### src/rtl/bscan_pkg.sv
package bscan_pkg;
  typedef enum logic [1:0] {
    BS_FUNC   = 2'd0,
    BS_SAMPLE = 2'd1,
    BS_EXTEST = 2'd2,
    BS_RSVD   = 2'd3
  } bs_mode_e;

  localparam int unsigned CELLS_PER_PAD = 3;
  localparam int unsigned OFS_IN  = 0;  // pad -> core
  localparam int unsigned OFS_OUT = 1;  // core -> pad data
  localparam int unsigned OFS_OE  = 2;  // core -> pad enable
endpackage

### src/rtl/bscan_cell.sv
module bscan_cell (
  input  logic tck_i,
  input  logic rst_ni,
  input  logic cap_i,
  input  logic shf_i,
  input  logic upd_i,
  input  logic sel_i,
  input  logic ser_i,
  input  logic data_i,
  output logic ser_o,
  output logic hold_o,
  output logic data_o
);
  logic sh_q, hold_q;

  always_ff @(posedge tck_i or negedge rst_ni) begin
    if (!rst_ni)    sh_q <= 1'b0;
    else if (cap_i) sh_q <= data_i;
    else if (shf_i) sh_q <= ser_i;
  end

  always_ff @(posedge tck_i or negedge rst_ni) begin
    if (!rst_ni)    hold_q <= 1'b0;
    else if (upd_i) hold_q <= sh_q;
  end

  assign ser_o  = sh_q;
  assign hold_o = hold_q;
  assign data_o = sel_i ? hold_q : data_i;
endmodule

### src/rtl/bscan_ctl.sv
module bscan_ctl
  import bscan_pkg::*;
(
  input  logic       tck_i,
  input  logic       rst_ni,
  input  logic [1:0] mode_i,
  input  logic       capture_i,
  input  logic       shift_i,
  input  logic       update_i,
  output logic       cap_o,
  output logic       shf_o,
  output logic       upd_o,
  output logic       sel_o
);
  bs_mode_e mode;
  logic     chain_on, sel_q;

  assign mode     = bs_mode_e'(mode_i);
  assign chain_on = (mode == BS_SAMPLE) || (mode == BS_EXTEST);
  assign cap_o    = chain_on & capture_i;
  assign shf_o    = chain_on & shift_i;
  assign upd_o    = chain_on & update_i;

  // selection follows the instruction present at the last update
  always_ff @(posedge tck_i or negedge rst_ni) begin
    if (!rst_ni)       sel_q <= 1'b0;
    else if (update_i) sel_q <= (mode == BS_EXTEST);
  end

  assign sel_o = sel_q;
endmodule

### src/rtl/bscan_chain.sv
module bscan_chain
  import bscan_pkg::*;
#(
  parameter int unsigned N_PADS = 4
) (
  input  logic              tck_i,
  input  logic              rst_ni,
  input  logic [1:0]        mode_i,
  input  logic              capture_i,
  input  logic              shift_i,
  input  logic              update_i,
  input  logic              tdi_i,
  output logic              tdo_o,
  input  logic [N_PADS-1:0] pad_di_i,
  output logic [N_PADS-1:0] core_di_o,
  input  logic [N_PADS-1:0] core_do_i,
  input  logic [N_PADS-1:0] core_oe_i,
  output logic [N_PADS-1:0] pad_do_o,
  output logic [N_PADS-1:0] pad_oe_o
);
  localparam int unsigned LEN = N_PADS * CELLS_PER_PAD;

  logic           cap_en, shf_en, upd_en, sel_q;
  logic [LEN-1:0] obs_w, drv_w, sr_q, hold_q;

  bscan_ctl u_ctl (
    .tck_i    (tck_i),
    .rst_ni   (rst_ni),
    .mode_i   (mode_i),
    .capture_i(capture_i),
    .shift_i  (shift_i),
    .update_i (update_i),
    .cap_o    (cap_en),
    .shf_o    (shf_en),
    .upd_o    (upd_en),
    .sel_o    (sel_q)
  );

  for (genvar p = 0; p < N_PADS; p++) begin : g_pad
    assign obs_w[CELLS_PER_PAD*p+OFS_IN]  = pad_di_i[p];
    assign obs_w[CELLS_PER_PAD*p+OFS_OUT] = core_do_i[p];
    assign obs_w[CELLS_PER_PAD*p+OFS_OE]  = core_oe_i[p];
    assign core_di_o[p] = drv_w[CELLS_PER_PAD*p+OFS_IN];
    assign pad_do_o[p]  = drv_w[CELLS_PER_PAD*p+OFS_OUT];
    assign pad_oe_o[p]  = drv_w[CELLS_PER_PAD*p+OFS_OE];
  end

  for (genvar i = 0; i < LEN; i++) begin : g_cell
    logic ser_in;
    if (i == 0) begin : g_head
      assign ser_in = tdi_i;
    end else begin : g_link
      assign ser_in = sr_q[i-1];
    end

    bscan_cell u_cell (
      .tck_i (tck_i),
      .rst_ni(rst_ni),
      .cap_i (cap_en),
      .shf_i (shf_en),
      .upd_i (upd_en),
      .sel_i (sel_q),
      .ser_i (ser_in),
      .data_i(obs_w[i]),
      .ser_o (sr_q[i]),
      .hold_o(hold_q[i]),
      .data_o(drv_w[i])
    );
  end

  assign tdo_o = sr_q[LEN-1];
endmodule

### config.mk
export PLATFORM = sky130hd
export DESIGN_NAME = bscan_chain
export DESIGN_NICKNAME = d
export VERILOG_FILES = /design/src/rtl/bscan_pkg.sv /design/src/rtl/bscan_cell.sv /design/src/rtl/bscan_ctl.sv /design/src/rtl/bscan_chain.sv
export SDC_FILE = /design/constraint.sdc
export NUM_CORES = 1
export LEC_CHECK = 0
export ABC_AREA = 1
export BUFFER_PORTS_ARGS = -buffer_cell sky130_fd_sc_hd__buf_2
export CORE_ASPECT_RATIO = 0.5
export CORE_MARGIN = 4
export CORE_UTILIZATION = 35
export DETAILED_ROUTE_END_ITERATION = 16
export GPL_ROUTABILITY_DRIVEN = 0
export GPL_TIMING_DRIVEN = 1
export HOLD_SLACK_MARGIN = 0.03
export PLACE_DENSITY_LB_ADDON = 0.15
export SLEW_MARGIN = 25
export SYNTH_ARGS = -nofsm -noshare
export SYNTH_HDL_FRONTEND = slang
export SYNTH_SLANG_ARGS = --single-unit
### constraint.sdc
create_clock -name tck_i -period 1.3 [get_ports tck_i]
set_clock_uncertainty 0.15 [all_clocks]
set_input_delay 0.195 -clock tck_i [delete_from_list [all_inputs] [get_ports tck_i]]
set_output_delay 0.195 -clock tck_i [all_outputs]
set_load 0.05 [all_outputs]
==> results.sh <==
export IMPL_insertion_delay_ns=0.27
export IMPL_n_fill_cell=381
export IMPL_finalSetupViolCount=12
export IMPL_max_stage_delay_ns=0.49
export IMPL_yosys_register_bits=25
export IMPL_cp_required_ns=0.95
export IMPL_tns_ns=-3.149
export IMPL_grt_pass1_vias=1210
export IMPL_die_y_um=52.50
export IMPL_fin_nets=240
export IMPL_setup_slack_ns=-0.2816
export IMPL_ys_seq_area_share_pct=45.13
export IMPL_rsz0062_at_grt="true"
export IMPL_io_pins=33
export IMPL_htreeDepth=1
export IMPL_antenna_found_initial=0
export IMPL_cts_tree="yes"
export IMPL_finalHoldViolCount=0
export IMPL_layout_drive_gt1_share_pct=32.57
export IMPL_powerDensity_mw_per_mm2=1445
export IMPL_synth_fp_nets=209
export IMPL_placed_cell_area_mm2=0.001569
export IMPL_synth_top_family_by_area="simple AND/OR/NAND/NOR gates"
export IMPL_critPathSlowestCell="dfrtp_2"
export IMPL_post_drt_wl_per_cell_um=12.26
export IMPL_hp_start="update_i"
export IMPL_synthAdderAreaFrac_pct=0.9025
export IMPL_row_count=15
export IMPL_fp_dieArea_mm2=0.005093
export IMPL_crit_path_start_kind="register"
export IMPL_clock_root_buffer="clkbuf_8"
export IMPL_drtAntennaViolNets=0
export IMPL_p_leak_nw=0.9712
export IMPL_cp_cell_sequence="buf_6, o21ai_4, buf_6"
export IMPL_synth_top_area_share_pct=45.13
export IMPL_reg2reg_from="u_ctl.sel_o"
export IMPL_grt_pass1_wl_um=5671
export IMPL_synth_simple_area_share_pct=27.17
export IMPL_yosysWarnings=0
export IMPL_layout_commonest_cell="nand2_1"
export IMPL_path_clk_slew_ns=0.09
export IMPL_cp_num_buf_inv=2
export IMPL_maxCapViolCount=0
export IMPL_synth_mux_area_share_pct=0.8123
export IMPL_area_growth_synth_to_final_pct=29.15
export IMPL_die_x_um=97.01
export IMPL_synthXorXnorAreaFrac_pct=0
export IMPL_synth_avg_cell_area_um2=7.374
export IMPL_vias=1234
export IMPL_yosys_top_cells_area="dfrtp_1 45%, nand2_1 17%, nand3_1 9.0%, o21ai_0 8.3%, buf_4 7.0%"
export IMPL_finalInstanceArea_mm2=0.001790
export IMPL_syn_area_mm2=0.001386
export IMPL_finalCriticalPeriod_ns=1.582
export IMPL_yosysTopAreaCell="dfrtp_1"
export IMPL_gr_usage_all_layers_pct=14.07
export IMPL_path_max_fanout=6
export IMPL_irDropWorstVdd_mv=0.4234
export IMPL_timing_critical_path_mode_cell="buf_6"
export IMPL_cp_arrival_ns=1.24
export IMPL_grt_start_max_net_pins=26
export IMPL_timing_rr_end="u_ctl.sel_o"
export IMPL_cts_buffers=3
export IMPL_synth_compound_area_share_pct=8.303
export IMPL_whs_path_depth=3
export IMPL_critPathTopFamily="flip-flops"
export IMPL_r2r_cells=1
export IMPL_gr_total_overflow=0
export IMPL_holdPathEnd="g_cell[11].u_cell.hold_o"
export IMPL_portBuffers=32
export IMPL_first_pass_iters=4
export IMPL_path_class="reg2out"
export IMPL_violations="setup timing"
export IMPL_post_route_drc_count=0
export IMPL_dp_slack_ns=-0.1402
export IMPL_dp_final_hpwl_um=2350
export IMPL_post_route_period_util_pct=121.7
export IMPL_cts_max_path_buffers=2
export IMPL_avgViaCountPerCell=4.587
export IMPL_wirelength_um=3299
export IMPL_initial_utilization_pct=38.27
export IMPL_relSlewSlack_pct=61.89
export IMPL_maxSlewViolCount=0
export IMPL_antenna_diode_count=0
export IMPL_cts_sinks=25
export IMPL_core_area_mm2=0.003622
export IMPL_hold_class="in2reg"
export IMPL_drtIter0Drc=49
export IMPL_synth_cell_types=13
export IMPL_reg2reg_setup_slack_ns=0.28
export IMPL_final_cell_mix="60 x nand2_1, 25 x inv_1, 25 x nand3_1, 24 x dfrtp_1, 19 x buf_2"
export IMPL_power_mw=2.587
export IMPL_status="finished, violations left"
export IMPL_tightestPinTransition_ns=0.5716
export IMPL_fmax_mhz=632.3
export IMPL_crit_path_end_kind="output pin"
export IMPL_synthCells=188
[layout make-up]
cell class / count / area [um2] / area share (%)
flip-flops and latches: 25 / 626.9 / 35.01
multi-input cells: 115 / 573.1 / 32.01
repair buffers: 47 / 376.6 / 21.03
inverters: 27 / 101.3 / 5.660
well taps: 51 / 63.81 / 3.564
clock buffers: 3 / 41.29 / 2.306
clock inverters: 1 / 7.507 / 0.4193
[tightest hold or removal path: stages]
cell	delay, ns
buf_2	0.12
nand3_1	0.08
nand2_1	0.05
[report_power, final]
| group | switching [mW] | internal (mW) | leakage [nW] |
|---|---|---|---|
| sequential | 0.125 | 0.998 | 0.312 |
| combinational | 0.612 | 0.376 | 0.638 |
| clock | 0.259 | 0.217 | 0.0217 |
[flip-flops by register name, indices dropped and copies added (netlist names)]
signal / count
g_cell.u_cell.hold_o: 12
g_cell.u_cell.ser_o: 12
u_ctl.sel_o: 1
[cells in the mapped netlist, drive strengths merged]
cell type / instances
nand2: 65
inv: 27
dfrtp: 25
nand3: 25
o21ai: 23
buf: 20
clkbuf: 1
ha: 1
mux2: 1
[repair_timing]
item / CTS / global route
hold endpoints to repair: 25 / 0
resized for setup: 53 / 5
pin swaps: 10 / 0
buffers inserted: 0 / 0
gates cloned: 2 / 0
hold buffers: 1 / 0
endpoints found under the setup margin: 12 / 13
[stage by stage]
step | cells | hold WS [ns] | util (%)
floorplan | 188 | -0.2506 | -
global placement | 262 | 0.07372 | 43.32
detailed placement | 262 | 0.07517 | 43.32
CTS | 269 | 0.04096 | 48.95
global route | 269 | 0.04948 | 49.43
finish | 269 | 0.04960 | 49.43
[worst max path at each step]
| stage | start | end | slack [ns] | depth (start not counted) |
|---|---|---|---|---|
| after floorplan | mode_i[0] | g_cell[11].u_cell.ser_o | 0.002 | 9 |
| after global placement | mode_i[1] | g_cell[4].u_cell.ser_o | -0.08 | 8 |
| after detailed placement | mode_i[1] | g_cell[7].u_cell.ser_o | -0.14 | 8 |
| after CTS | u_ctl.sel_o | pad_do_o[0] | -0.28 | 4 |
| after global routing | u_ctl.sel_o | core_di_o[1] | -0.34 | 3 |
| final | u_ctl.sel_o | core_di_o[1] | -0.28 | 3 |
[kinds of logic (layout without fill, tap and decap cells)]
| family | count (synthesis) | count (layout) |
|---|---|---|
| buffers and inverters | 48 | 78 |
| AOI/OAI and AO/OA | 23 | 23 |
| adders and majority gates | 1 | 1 |
| and+or+nand+nor | 90 | 90 |
| DFF | 25 | 25 |
| muxes | 1 | 1 |
[per-layer routing]
layer	up-vias	global-route usage (%)	routed length (um)
met4	0	2.797	15
met5	-	0	0
li1	630	-	-
met3	2	3.187	173
met1	578	18.41	1509
met2	24	24.32	1600
Note: power is estimated with default switching activity, not from simulation.
